<file path="config.mk">
export PLATFORM = sky130hd
export DESIGN_NAME = ide_bm_regs
export DESIGN_NICKNAME = d
export VERILOG_FILES = /design/src/rtl/ide_bm_pkg.sv /design/src/rtl/ide_bm_decode.sv /design/src/rtl/ide_bm_chan.sv /design/src/rtl/ide_bm_irq.sv /design/src/rtl/ide_bm_regs.sv
export SDC_FILE = /design/constraint.sdc
export NUM_CORES = 1
export LEC_CHECK = 0
export BUFFER_PORTS_ARGS = -buffer_cell sky130_fd_sc_hd__buf_2
export CELL_PAD_IN_SITES_DETAIL_PLACEMENT = 0
export CELL_PAD_IN_SITES_GLOBAL_PLACEMENT = 1
export CORE_MARGIN = 4
export CORE_UTILIZATION = 37
export DETAILED_ROUTE_END_ITERATION = 10
export GPL_TIMING_DRIVEN = 0
export PLACE_DENSITY_LB_ADDON = 0.05
export REMOVE_ABC_BUFFERS = 1
export SYNTH_ARGS = -nofsm -noshare
export SYNTH_HDL_FRONTEND = slang
export SYNTH_SLANG_ARGS = --single-unit
</file>
<file path="constraint.sdc">
create_clock -name clk -period 3.7 [get_ports clk]
set_clock_uncertainty 0.2 [all_clocks]
set_input_delay 0.37 -clock clk [delete_from_list [all_inputs] [get_ports clk]]
set_output_delay 0.37 -clock clk [all_outputs]
set_load 0.03 [all_outputs]
</file>
<file path="src/rtl/ide_bm_pkg.sv">
// Package: shared register selectors, bit positions and helpers for the
// two-channel bus-master IDE register block.
// Assumes a byte-addressed bus whose offset bits [1:0] pick the register.
package ide_bm_pkg;

    localparam int NUM_CH = 2;          // channels in the block
    localparam int REG_W  = 8;          // every register is one byte

    typedef enum logic [1:0] {
        RSEL_CMD  = 2'd0,
        RSEL_MODE = 2'd1,
        RSEL_STAT = 2'd2,
        RSEL_TIME = 2'd3
    } rsel_e;

    // mode byte bit positions
    localparam int MODE_PEND_LSB = 2;   // pending flags occupy bits 2..3
    localparam int MODE_BLK_LSB  = 4;   // block bits occupy bits 4..5

    // status byte bit classes
    localparam logic [REG_W-1:0] ST_RW_MASK  = 8'h60;
    localparam logic [REG_W-1:0] ST_W1C_MASK = 8'h06;
    localparam int ST_ACT_BIT = 0;
    localparam int ST_ERR_BIT = 1;
    localparam int ST_INT_BIT = 2;

    // all-ones pattern for a wide read of the given size code
    function automatic logic [31:0] wide_ones(input logic [1:0] size);
        wide_ones = (size == 2'd1) ? 32'h0000_FFFF : 32'hFFFF_FFFF;
    endfunction

endpackage

</file>
<file path="src/rtl/ide_bm_decode.sv">
// Address decoder: turns a bus access into per-channel register write
// enables and a claim flag.
// Assumes offsets 0..3 and 8..11 are decoded here, bit 2 set is the
// descriptor-pointer hole, and only byte accesses may write.
module ide_bm_decode
    import ide_bm_pkg::*;
#(
    parameter int ADDR_W = 4
) (
    input  logic              clk,
    input  logic              rst_n,
    input  logic [ADDR_W-1:0] addr,
    input  logic [1:0]        size,
    input  logic              wr,
    output logic              claim,
    output logic              chan,
    output rsel_e             rsel,
    output logic [NUM_CH-1:0] we_cmd,
    output logic [NUM_CH-1:0] we_stat,
    output logic [NUM_CH-1:0] we_time,
    output logic              we_mode
);

    localparam int CH_BIT   = 3;
    localparam int HOLE_BIT = 2;

    logic upper_zero;
    logic byte_wr;

    // purpose: reject offsets outside the 16-byte window
    generate
        if (ADDR_W > 4) begin : g_upper
            assign upper_zero = (addr[ADDR_W-1:4] == '0);
        end else begin : g_noupper
            assign upper_zero = 1'b1;
        end
    endgenerate

    // purpose: claim, channel and register select from the offset
    always_comb begin
        claim   = upper_zero && !addr[HOLE_BIT];
        chan    = addr[CH_BIT];
        rsel    = rsel_e'(addr[1:0]);
        byte_wr = wr && claim && (size == 2'd0);
    end

    // purpose: one write enable per channel register
    always_comb begin
        we_cmd  = '0;
        we_stat = '0;
        we_time = '0;
        we_mode = byte_wr && (rsel == RSEL_MODE);
        for (int c = 0; c < NUM_CH; c++) begin
            if (byte_wr && (chan == c[0])) begin
                we_cmd[c]  = (rsel == RSEL_CMD);
                we_stat[c] = (rsel == RSEL_STAT);
                we_time[c] = (rsel == RSEL_TIME);
            end
        end
    end

    a_r2_wide_write_inert: assert property (@(posedge clk) disable iff (!rst_n)
        (size != 2'd0) |-> (we_cmd == '0 && we_stat == '0 && we_time == '0 && !we_mode));

    a_r3_hole_write_inert: assert property (@(posedge clk) disable iff (!rst_n)
        (upper_zero && addr[HOLE_BIT]) |-> (we_cmd == '0 && we_stat == '0 && we_time == '0 && !we_mode));

endmodule

</file>
<file path="src/rtl/ide_bm_chan.sv">
// Per-channel registers: command byte, bus-master status byte, timing byte.
// Assumes write enables come from the decoder already qualified for byte
// size; hardware set pulses override a same-cycle write-one-to-clear.
module ide_bm_chan
    import ide_bm_pkg::*;
(
    input  logic             clk,
    input  logic             rst_n,
    input  logic             we_cmd,
    input  logic             we_stat,
    input  logic             we_time,
    input  logic [REG_W-1:0] wdata,
    input  logic             dma_active,
    input  logic             err_set,
    input  logic             intr_set,
    output logic [REG_W-1:0] cmd_q,
    output logic [REG_W-1:0] stat_q,
    output logic [REG_W-1:0] time_q
);

    logic [REG_W-1:0] rw_next;
    logic [REG_W-1:0] w1c_next;
    logic [REG_W-1:0] hw_bits;
    logic [REG_W-1:0] stat_next;

    // purpose: next status from write data, sticky bits and channel inputs
    always_comb begin
        rw_next  = we_stat ? (wdata & ST_RW_MASK) : (stat_q & ST_RW_MASK);
        w1c_next = we_stat ? (stat_q & ~wdata & ST_W1C_MASK) : (stat_q & ST_W1C_MASK);
        hw_bits  = '0;
        hw_bits[ST_ACT_BIT] = dma_active;
        hw_bits[ST_ERR_BIT] = err_set;
        hw_bits[ST_INT_BIT] = intr_set;
        stat_next = rw_next | w1c_next | hw_bits;
    end

    // purpose: register update with synchronous reset
    always_ff @(posedge clk) begin
        if (!rst_n) begin
            cmd_q  <= '0;
            stat_q <= '0;
            time_q <= '0;
        end else begin
            if (we_cmd)  cmd_q  <= wdata;
            if (we_time) time_q <= wdata;
            stat_q <= stat_next;
        end
    end

    a_r8_err_set_wins: assert property (@(posedge clk) disable iff (!rst_n)
        err_set |=> stat_q[ST_ERR_BIT]);

    a_r8_intr_set_wins: assert property (@(posedge clk) disable iff (!rst_n)
        intr_set |=> stat_q[ST_INT_BIT]);

    a_r7_w1c_clears: assert property (@(posedge clk) disable iff (!rst_n)
        (we_stat && wdata[ST_ERR_BIT] && !err_set) |=> !stat_q[ST_ERR_BIT]);

    a_r7_act_follows: assert property (@(posedge clk) disable iff (!rst_n)
        we_stat |=> (stat_q[ST_ACT_BIT] == $past(dma_active)));

    a_r9_time_hold: assert property (@(posedge clk) disable iff (!rst_n)
        !we_time |=> $stable(time_q));

endmodule

</file>
<file path="src/rtl/ide_bm_irq.sv">
// Shared mode byte and interrupt combiner.
// Assumes the bus may change only the block bits; pending bits track the
// channel levels every cycle; the interrupt is a pure function of the byte.
module ide_bm_irq
    import ide_bm_pkg::*;
(
    input  logic              clk,
    input  logic              rst_n,
    input  logic              we_mode,
    input  logic [REG_W-1:0]  wdata,
    input  logic [NUM_CH-1:0] lvl,
    output logic [REG_W-1:0]  mode_q,
    output logic              irq
);

    logic [NUM_CH-1:0] blk_next;
    logic [NUM_CH-1:0] ch_req;

    // purpose: block bits from the bus, otherwise held
    always_comb begin
        blk_next = we_mode ? wdata[MODE_BLK_LSB +: NUM_CH]
                           : mode_q[MODE_BLK_LSB +: NUM_CH];
    end

    // purpose: mode byte update with synchronous reset
    always_ff @(posedge clk) begin
        if (!rst_n) begin
            mode_q <= '0;
        end else begin
            mode_q <= '0;
            mode_q[MODE_PEND_LSB +: NUM_CH] <= lvl;
            mode_q[MODE_BLK_LSB  +: NUM_CH] <= blk_next;
        end
    end

    // purpose: unblocked request per channel
    generate
        for (genvar c = 0; c < NUM_CH; c++) begin : g_req
            assign ch_req[c] = mode_q[MODE_PEND_LSB + c] && !mode_q[MODE_BLK_LSB + c];
        end
    endgenerate

    // purpose: merge requests into the single interrupt
    assign irq = |ch_req;

    a_r4_block_write: assert property (@(posedge clk) disable iff (!rst_n)
        we_mode |=> (mode_q[5:4] == $past(wdata[5:4])));

    a_r5_pend_follow: assert property (@(posedge clk) disable iff (!rst_n)
        1'b1 |=> (mode_q[3:2] == $past(lvl)));

    a_r6_all_blocked_quiet: assert property (@(posedge clk) disable iff (!rst_n)
        (mode_q[5:4] == 2'b11) |-> !irq);

    a_r6_idle_quiet: assert property (@(posedge clk) disable iff (!rst_n)
        (mode_q[3:2] == 2'b00) |-> !irq);

endmodule

</file>
<file path="src/rtl/ide_bm_regs.sv">
// Top: two-channel bus-master IDE register block with combined interrupt.
// Assumes a single-cycle write strobe, combinational reads without side
// effects, and an external DMA engine listening to the command strobe.
module ide_bm_regs
    import ide_bm_pkg::*;
#(
    parameter int ADDR_W = 4,
    parameter int DATA_W = 32
) (
    input  logic              clk,
    input  logic              rst_n,
    input  logic [ADDR_W-1:0] bus_addr,
    input  logic [1:0]        bus_size,
    input  logic              bus_wr,
    input  logic [DATA_W-1:0] bus_wdata,
    output logic [DATA_W-1:0] bus_rdata,
    output logic              bus_claim,
    input  logic [1:0]        chan_irq_lvl,
    input  logic [1:0]        dma_active,
    input  logic [1:0]        err_set,
    input  logic [1:0]        intr_set,
    output logic              irq,
    output logic              cmd_wr,
    output logic              cmd_chan,
    output logic [7:0]        cmd_data,
    output logic [7:0]        timing0,
    output logic [7:0]        timing1
);

    logic              dec_chan;
    rsel_e             dec_rsel;
    logic [NUM_CH-1:0] we_cmd, we_stat, we_time;
    logic              we_mode;
    logic [REG_W-1:0]  wbyte;
    logic [REG_W-1:0]  mode_q;
    logic [REG_W-1:0]  cmd_q  [NUM_CH];
    logic [REG_W-1:0]  stat_q [NUM_CH];
    logic [REG_W-1:0]  time_q [NUM_CH];
    logic [REG_W-1:0]  sel_byte;

    assign wbyte = bus_wdata[REG_W-1:0];

    ide_bm_decode #(.ADDR_W(ADDR_W)) u_dec (
        .clk     (clk),
        .rst_n   (rst_n),
        .addr    (bus_addr),
        .size    (bus_size),
        .wr      (bus_wr),
        .claim   (bus_claim),
        .chan    (dec_chan),
        .rsel    (dec_rsel),
        .we_cmd  (we_cmd),
        .we_stat (we_stat),
        .we_time (we_time),
        .we_mode (we_mode)
    );

    ide_bm_irq u_irq (
        .clk     (clk),
        .rst_n   (rst_n),
        .we_mode (we_mode),
        .wdata   (wbyte),
        .lvl     (chan_irq_lvl),
        .mode_q  (mode_q),
        .irq     (irq)
    );

    generate
        for (genvar c = 0; c < NUM_CH; c++) begin : g_ch
            ide_bm_chan u_ch (
                .clk        (clk),
                .rst_n      (rst_n),
                .we_cmd     (we_cmd[c]),
                .we_stat    (we_stat[c]),
                .we_time    (we_time[c]),
                .wdata      (wbyte),
                .dma_active (dma_active[c]),
                .err_set    (err_set[c]),
                .intr_set   (intr_set[c]),
                .cmd_q      (cmd_q[c]),
                .stat_q     (stat_q[c]),
                .time_q     (time_q[c])
            );
        end
    endgenerate

    assign timing0 = time_q[0];
    assign timing1 = time_q[1];

    // purpose: select the addressed byte of the addressed channel
    always_comb begin
        unique case (dec_rsel)
            RSEL_CMD:  sel_byte = cmd_q[dec_chan];
            RSEL_MODE: sel_byte = mode_q;
            RSEL_STAT: sel_byte = stat_q[dec_chan];
            default:   sel_byte = time_q[dec_chan];
        endcase
    end

    // purpose: read data with width rule and hole handling
    always_comb begin
        bus_rdata = '0;
        if (bus_claim) begin
            if (bus_size == 2'd0) bus_rdata[REG_W-1:0] = sel_byte;
            else                  bus_rdata = DATA_W'(wide_ones(bus_size));
        end
    end

    // purpose: command strobe and payload toward the DMA engine
    always_ff @(posedge clk) begin
        if (!rst_n) begin
            cmd_wr   <= 1'b0;
            cmd_chan <= 1'b0;
            cmd_data <= '0;
        end else begin
            cmd_wr <= |we_cmd;
            if (|we_cmd) begin
                cmd_chan <= we_cmd[1];
                cmd_data <= wbyte;
            end
        end
    end

    a_r10_strobe_payload: assert property (@(posedge clk) disable iff (!rst_n)
        cmd_wr |-> (cmd_data == cmd_q[cmd_chan]));

    a_r10_strobe_from_write: assert property (@(posedge clk) disable iff (!rst_n)
        cmd_wr |-> $past(bus_wr && bus_size == 2'd0));

    a_r1_held_in_reset: assert property (@(posedge clk)
        $past(!rst_n) |-> (!cmd_wr && !irq && mode_q == '0));

endmodule

</file>
==> results summary, run 1 <==
The maximum level of the CTS H-tree is 2. The clock passes through at most 2 buffers. The row count is 30. The final routed wirelength across all metal layers is 7680 um. Counting distinct cell types in the post-synthesis netlist gives 33. The repair_antennas step left the layout with diodes totalling 0. The overall via count from detail_route is approximately 2300. After the last flow step, the layout net total stands at 398. The min-delay analysis places its worst path in the category in -> reg. STA classifies the critical path endpoint as an output pin.

The highest clock rate is between 300 and 400 MHz. The switching power total is 0.000328 W. The cell area after synthesis is 2700 sq um. The cell count after synthesis came out at around 300. Total power for the finished layout comes to 0.00125 W. The quantity of hold-fixing buffers added after cts came out at 0. The share of total power dissipated in combinational logic is 13.6%. The critical path goes through buf_2 -> nor2_1 -> a2111oi_0 -> a311oi_1 -> buf_2. The area growth from synthesis to layout is 15.9%. The power density over cell area came out at 400 nW/um^2. The count of cells resized by post-cts repair came out at 0. The warning count from the yosys run is 0. The accumulated negative setup slack came out at 0 ns. Counting every sink on the clock net gives between 50 and 60. For the worst setup path, the data arrival time is 2.37 ns. The mean routed wirelength per cell came out at 17.2 um.

Of the total power, the share spent switching nets is 26.2%. The number of remaining DRC errors is 0. The share of synthesized area in the top cell type comes to 41.5%. The design area is 3130 sq um. The number of CTS-inserted buffers is 5. Global routing used 17.9% of the available tracks across all layers.

TritonCTS built the clock tree. The number of enable-type register cells in the synthesized netlist is 0. The average instance in the mapped netlist occupies 8.97 sq um. The largest single stage delay on the critical path is between 0.9 and 1 ns. The peak fanout along the critical path came out at 14.

Across the run, the number of max-cap violations was 0. The number of routed nets with antenna violations came out at 0. Global routing used between 20% and 30% of the available met2 tracks.

The half-perimeter wire length after detailed placement came out at 5120 um. IR analysis of the VDD net gives a maximum drop of 168 uV. The worst-skew pair later-pin latency is 0.30 ns. The predominant post-synthesis flop cell is dfxtp_1.

The number of antenna violations at the first check in global routing is 0. The count of state elements after synthesis came out at 56. The register share of total power came out at 49.1%.

The routing usage on met3 came out at 3.54%. Setup repair after global routing left no endpoint under its margin. The final weighted congestion of routability-driven global placement came out at 0.748. The total count of max-transition violations in the final report came out at 0. The full die area came out at about 8700 sq um. In this run, the number of DRC markers left after iteration 0 of detailed routing was 98. The required time reported for the critical path endpoint came out at 3.13 ns. Of all flip-flops after synthesis, the portion carrying an async set or reset was 0%. In this run the most critical hold path is launched from dma_active[0].

Sorting the synthesized cells by area gives the leading types as dfxtp_1, mux2i_1, buf_4, nand2_1, mux2_2. For this run, global-route usage on met1 was measured as 24.8%. The final cycle utilization of the critical path came out at 79.5%. The initial utilization of the core area, before any placement, comes to about 40%.

The cell class contributing the biggest share of worst-path delay is simple AND/OR/NAND/NOR gates. For this run the aggregate overflow at the end of global routing stands at 0. In the routed layout, each cell is associated on average with a via count of between 5 and 6. The largest net degree at the start of global routing is 54.

The worst setup path is launched from a primary input. The internal power came out at 0.000924 W. The core region area came out at 6940 sq um. Of all cell types, the one taking the most synthesized area is dfxtp_1.

The chip height is 93.4 um. The clock period minus final worst setup slack is about 3 ns. The die width came out at 93.4 um. Among the stages of the critical path, the cell type that occurs most often is buf_2.

By startpoint and endpoint, the worst setup path is classified as in -> out. The number of global-route vias before repair was 2214. The final setup violation count is 0.

The instance area after placement came out at 3000 sq um. The number of endpoints with negative hold slack in the final report came to 0. The clock transition at the register clock pins on the worst setup and hold paths after CTS is 0.10 ns. The total I/O pin count is about 110. The run finished with clean final reports. The number of buffer and inverter stages on the critical path is 2. The iteration count of the initial detailed-routing pass is 4.

In this run the critical register-to-register path is launched from u_irq.mode_q[4]. Summed over all cells, the static leakage comes to around 1.4 nW. The count of buffers added by post-CTS timing repair for setup is 0. The clock group share of total power came out at 37.3%. The root buffer cell chosen for the clock tree is clkbuf_8. After global routing, the most crowded layer is met2. The layout cell share with drive strength beyond 1 is 30.9%. The worst slew margin relative to its limit came out at approximately 16%. After synthesis, flip-flops and latches occupy 41.5% of the total area. In this run the worst setup path begins at bus_addr[1].

The first-pass GRT wire length is 12100 um. At the pin with the least slew margin, the transition time is 1.25 ns. The count of input and output buffers is 84. The slowest stage cell on the critical path is nor2_1.
[power groups by stage]
stage / clock network [W] / logic [W] / registers, W
floorplan: 0 / 0.0000929 / 0.000630
global placement: 0 / 0.000171 / 0.000628
detailed placement: 0 / 0.000172 / 0.000628
CTS: 0.000480 / 0.000172 / 0.000614
global route: 0.000502 / 0.000184 / 0.000615
finish: 0.000467 / 0.000171 / 0.000614
[state kept, by name (all words and copies together), names as in the netlist]
register and count:
g_ch.u_ch.stat_q 10, cmd_data 8, cmd_wr 1, g_ch.u_ch.time_q 16, g_ch.u_ch.cmd_q 16, u_irq.mode_q 4
cmd_chan 1
[per-stage QoR]
step                util, %  hold WS [ns]  setup slack [ns]  cells
floorplan                 -         0.231             -3.49    257
global placement       42.9         0.238            -0.606    437
detailed placement     43.2         0.249             0.769    438
CTS                    45.0        0.0457             0.762    445
global route           45.0        0.0491             0.598    445
finish                 45.0        0.0568             0.759    445
[kinds of logic after synthesis]
| group | Yosys count | synth area share [%] |
|---|---|---|
| compound gates | 53 | 11.5 |
| buf+inv | 53 | 10.8 |
| flops | 56 | 41.5 |
| mux | 55 | 20.8 |
| simple gates | 84 | 15.4 |
[area by class of cell]
class / count / area, sq um
Timing Repair Buffer: 85 / 432
Clock buffer: 5 / 68.8
Clock inverter: 2 / 60.1
Fill cell: 704 / 3820
Inverter: 9 / 33.8
Sequential cell: 56 / 1120
Tap cell: 96 / 120
Multi-Input combinational cell: 192 / 1290
[cell usage after synthesis (all sizes together), types with 2 or more instances]
library cell  count
or2               2
nor3              4
a31oi             6
dfxtp            56
nand2            45
clkbuf           16
mux2i            46
buf              28
a21oi            19
o21ai            17
and2              5
nor2              3
a221oi            3
mux2              9
or3               2
nand2b            2
nand3            14
o22a              3
nor2b             2
inv               9
and3              3
[per-layer routing]
| layer | vias to the layer above | wire length (um) |
|---|---|---|
| met5 | - | 0 |
| met4 | 0 | 61 |
| met3 | 4 | 426 |
| met2 | 72 | 3410 |
| met1 | 1083 | 3780 |
| li1 | 1111 | - |
[worst paths after layout]
check	endpoint	slack [ns]	cells past startpoint
min reg2reg	g_ch[0].u_ch.stat_q[5]	0.27	2
max	bus_rdata[7]	0.76	5
min	g_ch[0].u_ch.stat_q[0]	0.06	2
max reg2reg	u_irq.mode_q[4]	2.80	2
[cells in the final DEF, fill, tap and decap left out, types with 5 or more instances in the layout]
master,Yosys,layout
buf_2,2,84
dfxtp_1,56,56
mux2i_1,46,46
nand2_1,45,45
a21oi_1,19,19
o21ai_0,17,17
nand3_1,13,13
inv_1,9,9
mux2_2,9,9
a31oi_1,6,6
and2_1,5,5
clkbuf_8,0,5
Note: power is estimated with default switching activity, not from simulation.
==> run 2, diff against run 1 <==
--- a/config.mk
+++ b/config.mk
@@ -9,7 +9,7 @@
 export CELL_PAD_IN_SITES_DETAIL_PLACEMENT = 0
 export CELL_PAD_IN_SITES_GLOBAL_PLACEMENT = 1
 export CORE_MARGIN = 4
-export CORE_UTILIZATION = 37
+export CORE_UTILIZATION = 35
 export DETAILED_ROUTE_END_ITERATION = 10
 export GPL_TIMING_DRIVEN = 0
 export PLACE_DENSITY_LB_ADDON = 0.05
==> constraint.sdc (replaced) <==
create_clock -name clk -period 2.9 [get_ports clk]
set_clock_uncertainty 0.2 [all_clocks]
set_input_delay 0.29 -clock clk [delete_from_list [all_inputs] [get_ports clk]]
set_output_delay 0.29 -clock clk [all_outputs]
set_load 0.03 [all_outputs]
==> run 2 against run 1 <==
  * Via count shrank 0.66%
  * Clock-buffer cell count grew 2
  * Critical path depth is the same
  * Final cell count grew 1.8%
  * Register-to-register slack lost 0.80 ns
  * Wire length grew 1.4%
  * Sequential share of layout area shrank 0.45 points
  * Critical endpoint is now bus_rdata[1]
  * Largest power group unchanged
==> results summary, run 2 (same netlist as run 1, synthesis figures left out) <==
The flow ran to the end, and the final reports show no timing, DRC or antenna violations. The leading cell type in the layout, fill and taps excluded is buf_2. The final setup violation count is 0 (unchanged). The largest registers in the layout are g_ch.u_ch.cmd_q (16), g_ch.u_ch.time_q (16), g_ch.u_ch.stat_q (10).

The full die area is 9180 sq um (+5.2%). The largest vdd supply drop came out at 212 uV (+26%). The worst-skew pair later-pin latency was 0.31 ns (about the same). The proportion of total power due to net switching came out at 26.8% (+0.57 points). The overall via count from detail_route came out at 2255 (-0.66%). The first-pass GRT wire length came out at 12100 um (+0.12%). The dominant cell type by count on the critical path is buf_2. On the critical path, the stage with the largest delay is an instance of buf_2. The count of clock tree sinks is 56 (unchanged). The worst endpoint data arrival time is 1.92 ns (-0.45 ns). The total global routing track utilization came to 17.6% (-0.32 points). The maximum level of the CTS H-tree is 2 (unchanged). The CTS tree is yes. The number of buffer and inverter stages on the critical path is 3 (+1). In the layout the commonest cells are buf_2, dfxtp_1, mux2i_1, nand2_1, a21oi_1.

Derived from the worst setup path, the maximum achievable clock frequency is 414 MHz. Clock tree synthesis selected as its root buffer the cell clkbuf_8. The slew at the pin closest to its max-slew limit came out at 0.947 ns (-0.307 ns).

The signal on the critical path passes through buf_2 -> inv_1 -> or3_1 -> a31oi_1 -> buf_2. The total I/O pin count is 109 (unchanged). The number of routed nets with antenna violations is 0 (unchanged). The chip height is 95.8 um (+2.6%). STA classifies the critical path startpoint as a primary input. The final routed wirelength across all metal layers is 7780 um (+1.4%). Setup repair after global routing left no endpoint under its margin. The final cycle utilization of the critical path came out at 83.2%.

The peak fanout along the critical path came out at 23 (+9). The number of vias per cell came out at 4.98 (-2.4%). The final net count came to 402 (+1.0%).

The static leakage is 1.39 nW (+1.2%). The tightest min-delay check is of the in -> reg type. The number of antenna violations at the first check in global routing came to 0 (unchanged). The row count is 31 (+3.3%). The final weighted congestion of routability-driven global placement is 0.678 (-9.4%). The kind of end point of the critical path is an output pin. The largest net degree at the start of global routing is 54 (unchanged).

The total chip power is 0.00157 W (+25%). The clock transition at the register clock pins on the worst setup and hold paths after CTS came to 0.10 ns (about the same). The number of global-route vias before repair is 2288 (+3.3%). The antenna diode instance count was 0 (unchanged). The mean routed wirelength per cell came to 17.2 um (-0.38%). The first-iteration detailed-routing DRC count came to 102 (+4.1%). The die width came out at 95.8 um (+2.6%). The post-route worst hold slack came out at 0.00527 ns (-0.0515 ns). The max-cap violation count came out at 0 (unchanged).

The iteration count of the initial detailed-routing pass is 4 (unchanged). The switching power total came to 0.000419 W (+28%). The half-perimeter wire length after detailed placement came out at 5260 um (+2.9%). The number of CTS-inserted buffers is 5 (unchanged). The largest stage delay on the critical path was 0.50 ns (-0.46 ns). The setup path with the least slack is of type in -> out. The count of buffers added by post-CTS timing repair for setup came out at 0 (unchanged). The cell class contributing the biggest share of worst-path delay is buffers and inverters.

The total count of max-transition violations in the final report came out at 0 (unchanged). The core region area is 7370 sq um (+6.1%). The number of filler instances in the final layout was 793 (+13%). The number of endpoints with negative hold slack in the final report is 0 (unchanged). The required time reported for the critical path endpoint came out at 2.41 ns (-0.72 ns). The number of buffers between clock root and the deepest sink is 2 (unchanged). The number of remaining DRC errors is 0 (unchanged). The worst slew margin relative to its limit is 36.8% (+21 points). The count of input and output buffers came out at 84 (unchanged). The combinational power share came out at 14.1% (+0.5 points).

The register share of total power is 50.0% (+0.9 points). The clock period minus final worst setup slack came out at 2.41 ns. The leftover overflow at the end of global routing came out at 0 (unchanged). The layout cell share with drive strength beyond 1 is 31.1% (+0.13 points).

The layout overhead on the synthesized area is 17.4%. The starting density of the core is 36.6% (-2.2 points). The power density over cell area is 494 nW/um^2 (+24%).

The internal power is 0.00115 W (+24%). The clock group share of total power came out at 35.8% (-1.5 points).
==> run 2: path summary, 6_finish.rpt <==
check | start | endpoint | slack, ns | depth (start not counted)
hold / removal | bus_wdata[1] | g_ch[1].u_ch.stat_q[1] | 0.005 | 2
setup / recovery | bus_addr[3] | bus_rdata[1] | 0.49 | 5
hold reg to reg | g_ch[1].u_ch.cmd_q[0] | g_ch[1].u_ch.cmd_q[0] | 0.26 | 2
setup reg to reg | g_ch[0].u_ch.stat_q[1] | g_ch[0].u_ch.stat_q[1] | 2.00 | 2
==> run 2: final cells by class <==
type / count / area (sq um) / share of cell area, %
clock inverters: 1 / 30.0 / 0.948
flip-flops and latches: 56 / 1120 / 35.4
well taps: 99 / 124 / 3.91
repair buffers: 89 / 468 / 14.8
multi-input cells: 192 / 1290 / 40.9
clock buffers: 7 / 96.3 / 3.04
inverters: 9 / 33.8 / 1.07
==> run 2: metrics by stage <==
step	util (%)	setup TNS (ns)	instance area [sq um]	setup WS (ns)	cells
2_1_floorplan	-	-73.16	2440	-4.13	257
5_1_grt	43.0	0	3170	0.387	453
4_1_cts	43.0	0	3170	0.133	453
3_3_place_gp	40.5	-31.39	2990	-1.15	440
3_5_place_dp	40.7	0	3000	0.137	441
6_report	43.0	0	3170	0.487	453
==> run 2: per-layer routing <==
metal | up-vias | part of all wire (%) | routed length (um) | global-route usage (%)
li1 | 1127 | - | - | -
met1 | 1080 | 45 | 3460 | 22.3
met2 | 41 | 51 | 3990 | 30.6
met3 | 7 | 3.2 | 248 | 2.81
met4 | 0 | 1.0 | 81 | 4.98
met5 | - | 0 | 0 | 0
==> run 2: timing repair <==
action | in CTS | in global routing
hold endpoints to repair | 4 | 0
resized for setup | 0 | 1
hold buffers | 4 | 0
setup endpoints to repair | 0 | 1
==> run 2: power groups by stage <==
stage	Clock, W	Combinational (W)	Sequential, W
2_1_floorplan	0	0.000119	0.000804
3_3_place_gp	0	0.000218	0.000801
3_5_place_dp	0	0.000219	0.000801
4_1_cts	0.000580	0.000224	0.000784
5_1_grt	0.000606	0.000241	0.000785
6_report	0.000561	0.000221	0.000783
==> run 3, diff against run 2 <==
--- a/config.mk
+++ b/config.mk
@@ -5,11 +5,12 @@
 export SDC_FILE = /design/constraint.sdc
 export NUM_CORES = 1
 export LEC_CHECK = 0
+export ABC_AREA = 1
 export BUFFER_PORTS_ARGS = -buffer_cell sky130_fd_sc_hd__buf_2
 export CELL_PAD_IN_SITES_DETAIL_PLACEMENT = 0
 export CELL_PAD_IN_SITES_GLOBAL_PLACEMENT = 1
 export CORE_MARGIN = 4
-export CORE_UTILIZATION = 35
+export CORE_UTILIZATION = 33
 export DETAILED_ROUTE_END_ITERATION = 10
 export GPL_TIMING_DRIVEN = 0
 export PLACE_DENSITY_LB_ADDON = 0.05
==> constraint.sdc (replaced) <==
create_clock -name clk -period 2.5 [get_ports clk]
set_clock_uncertainty 0.2 [all_clocks]
set_input_delay 0.25 -clock clk [delete_from_list [all_inputs] [get_ports clk]]
set_output_delay 0.25 -clock clk [all_outputs]
set_load 0.03 [all_outputs]
==> run 3 against run 2 <==
  * Wire length grew 6.3%
  * First-iteration DRC count decreased by 2.0%
  * Clock power is 17% higher
  * Sequential power rose by 16%
  * Non-clock buffer count grew 3
  * Synthesized area fell by 0.28%
  * Setup slack worse by 0.35 ns
==> results summary, run 3 <==
The critical path start-end classification is in -> out. The final weighted congestion of routability-driven global placement is 0.774 (+14%). The switching power total is 0.000541 W (+29%). The slowest stage of the critical path belongs to the cell o21ai_0.

The combinational power share was 15.6% (+1.5 points). The min-delay analysis places its worst path in the category in -> reg. STA classifies the critical path endpoint as an output pin.

The row count is 32 (+3.2%). The total count of max-transition violations in the final report is 0 (unchanged). Among all cell types in the netlist, the one instantiated most often is nor2_1. The total global routing track utilization came out at 16.9% (-0.71 points). The number of standard cells after synthesis came to 386 (+28%). The post-placement worst setup slack is -0.287 ns (-0.424 ns). The max-cap violation count is 0 (unchanged). The slew at the pin closest to its max-slew limit is 0.670 ns (-0.277 ns). The internal power came to 0.00131 W (+15%). Of the available clock period, the critical path in the final layout requires 94.6%.

The core region area came out at 7850 sq um (+6.5%). Traced cell by cell, the critical path runs through buf_4 -> clkinvlp_4 -> o21ai_0 -> nand2_1 -> nor2_1 -> nor2_1 -> buf_2. The largest stage delay on the critical path came out at 0.48 ns (-0.02 ns). The peak fanout along the critical path is 31 (+35%).

The worst endpoint data arrival time came to 1.92 ns (about the same). The clock transition at the register clock pins on the worst setup and hold paths after CTS came out at 0.11 ns (about the same). The full die area came out at 9660 sq um (+5.3%). The half-perimeter wire length after detailed placement came out at 5520 um (+4.8%).

The proportion of total power due to net switching is 29.2% (+2.4 points). The register share of total power is 49.1% (-0.9 points). The highest clock rate came out at 423 MHz. The first-pass GRT wire length came out at 12900 um (+6.4%). The number of routed nets with antenna violations is 0 (unchanged). The count of buffers added by post-CTS timing repair for setup came to 0 (unchanged). The required time reported for the critical path endpoint was 2.05 ns (-0.36 ns). The number of distinct library cells after synthesis is 24 (-27%). The final setup violation count is 0 (unchanged). In the synthesized netlist the dominant register cell turns out to be dfxtp_1. The least setup slack across all paths after layout came out at 0.134 ns (-0.354 ns).

The power density over cell area is 578 nW/um^2 (+17%). Leaving out fill and tap cells, the most frequent cell in the layout is nor2_1. The number of vias per cell was 4.63 (-6.9%).

The largest net degree at the start of global routing is 39 (-28%). The number of CTS-inserted buffers is 5 (unchanged). The area share of the largest cell type after synthesis was 41.7% (+0.12 points). The first-iteration detailed-routing DRC count came out at 100 (-2.0%). The mean routed wirelength per cell came out at 15.0 um (-13%). The wire length on met2 came out at 3820 um (-4.3%).

The largest registers in the layout are g_ch.u_ch.cmd_q (16), g_ch.u_ch.time_q (16), g_ch.u_ch.stat_q (10). The mean cell area of the mapped netlist is 6.97 sq um (-22%). The worst-skew pair later-pin latency is 0.32 ns (about the same). The final routed wirelength across all metal layers is 8280 um (+6.3%). The clock period minus final worst setup slack is 2.37 ns.

The register-to-register path setup slack is 1.67 ns (-0.33 ns). The count of state elements after synthesis was 56 (unchanged). The worst slew margin relative to its limit came out at 55.3% (+18 points).

The leftover overflow at the end of global routing is 0 (unchanged). The sequential fraction of the synthesis area came out at 41.7% (+0.12 points). The accumulated negative setup slack came to 0 ns (unchanged).

The clock group share of total power is 35.3% (-0.5 points). The post-route worst hold slack is 0.0296 ns (+0.0243 ns). The starting density of the core was 34.3% (-2.3 points). The number of antenna violations at the first check in global routing is 0 (unchanged). The number of endpoints with negative hold slack in the final report came out at 0 (unchanged).

The warning count from the yosys run is 0 (unchanged). TritonCTS built the clock tree. The maximum level of the CTS H-tree is 2 (unchanged). The static leakage is 1.49 nW (+7.4%).

The final net count came to 499 (+24%). STA classifies the critical path startpoint as a primary input. The total chip power is 0.00186 W (+18%). The top routing layer in use is met4. The proportion of register bits with asynchronous set or reset after synthesis came out at 0% (unchanged). The sum of met3 wire segment lengths after detailed routing came out at 528 um (+110%). The layout overhead on the synthesized area came out at 19.3%.

The die width is 98.3 um (+2.6%). The dominant cell type by count on the critical path is nor2_1. The number of enable-type register cells in the synthesized netlist came out at 0 (unchanged). The count of clock tree sinks came out at 56 (unchanged). The overall via count from detail_route is 2563 (+14%). In the post-synthesis netlist, the biggest area contributors are dfxtp_1, nor2_1, o21ai_0, nand2_1, buf_4. The layout cell share with drive strength beyond 1 came out at 24.2% (-6.9 points).

The iteration count of the initial detailed-routing pass was 4 (unchanged). The number of buffers between clock root and the deepest sink came out at 2 (unchanged). Setup repair after global routing left no endpoint under its margin. The chip height came out at 98.3 um (+2.6%).

The number of global-route vias before repair came out at 2288 (unchanged). The count of input and output buffers came out at 84 (unchanged). The cell area after synthesis came out at 2690 sq um (-0.28%). The number of remaining DRC errors came to 0 (unchanged). The flow ran to the end, and the final reports show no timing, DRC or antenna violations. The library cell with the largest summed area after synthesis is dfxtp_1. The clock root buffer master is clkbuf_8. The largest vdd supply drop came out at 269 uV (+27%).

The total I/O pin count was 109 (unchanged). The share of the core filled with cells in the final layout is 40.9% (-2.1 points). In the layout the commonest cells are nor2_1, buf_2, dfxtp_1, o21ai_0, nand2_1. The antenna diode instance count came out at 0 (unchanged). By count the netlist is led by nor2_1, dfxtp_1, o21ai_0. The routed metal-1 wire length is 3890 um (+12%).
[run 3: cell count changes after synthesis, moves of 4 or more]
cell      delta
nor2_1      +99
mux2i_1     -46
o21ai_0     +38
inv_1       +16
clkbuf_1     -9
mux2_2       -9
nand2_1      +7
a31oi_1      -6
and2_1       -5
inv_2        +5
nand4_1      +4
o211ai_1     +4
[run 3: cell type report]
| cell class | count | area, sq um |
|---|---|---|
| Clock buffer | 6 | 82.6 |
| Timing Repair Buffer | 92 | 503 |
| Timing Repair inverter | 1 | 7.51 |
| Fill cell | 898 | 4640 |
| Clock inverter | 2 | 38.8 |
| Sequential cell | 56 | 1120 |
| Tap cell | 102 | 128 |
| Multi-Input combinational cell | 261 | 1200 |
| Inverter | 33 | 134 |
[run 3: logic make-up (layout without fill, tap and decap cells)]
logic type | Yosys count | count (layout) | share of synthesized area [%]
compound gates | 79 | 79 | 15.1
buf+inv | 69 | 134 | 14.0
flops | 56 | 56 | 41.7
simple gates | 182 | 182 | 29.2
[run 3: power groups by stage]
stage               combinational (W)  sequential, W  clock, W
floorplan                    0.000159       0.000937         0
global placement             0.000278       0.000932         0
finish                       0.000290       0.000911  0.000654
global route                 0.000317       0.000913  0.000703
detailed placement           0.000279       0.000932         0
CTS                          0.000292       0.000911  0.000663
[run 3: worst max-delay path, delay by kind of cell]
family / cells / cell delay (ns)
buffers and inverters: 3 / 0.92
AOI/OAI and AO/OA: 1 / 0.48
and+or+nand+nor: 3 / 0.24
[run 3: routing by layer]
layer	track usage, %	vias up
li1	-	1333
met1	24.6	1166
met2	25.9	62
met3	2.93	2
met4	3.89	0
met5	0	-
[run 3: path summary, 6_finish.rpt]
kind                                               to            start  cells after the start
worst max-delay path                     bus_rdata[0]      bus_addr[3]                      7
worst min-delay path            g_ch[1].u_ch.cmd_q[0]     bus_wdata[0]                      3
worst max register to register        u_irq.mode_q[5]  u_irq.mode_q[5]                      2
worst min register to register            cmd_data[5]      cmd_data[5]                      2
[run 3: stage by stage]
| step | instance area [sq um] | cells |
|---|---|---|
| final | 3210 | 553 |
| after global routing | 3210 | 553 |
| after CTS | 3210 | 553 |
| after detailed placement | 2990 | 536 |
| after global placement | 2990 | 536 |
| after floorplan | 2440 | 350 |
[run 3: what timing repair did]
action,4_1_cts,5_1_grt
gates cloned,1,0
gates resized for setup,3,1
setup endpoints to repair,8,3
hold buffers,8,0
endpoints found under the hold margin,8,0
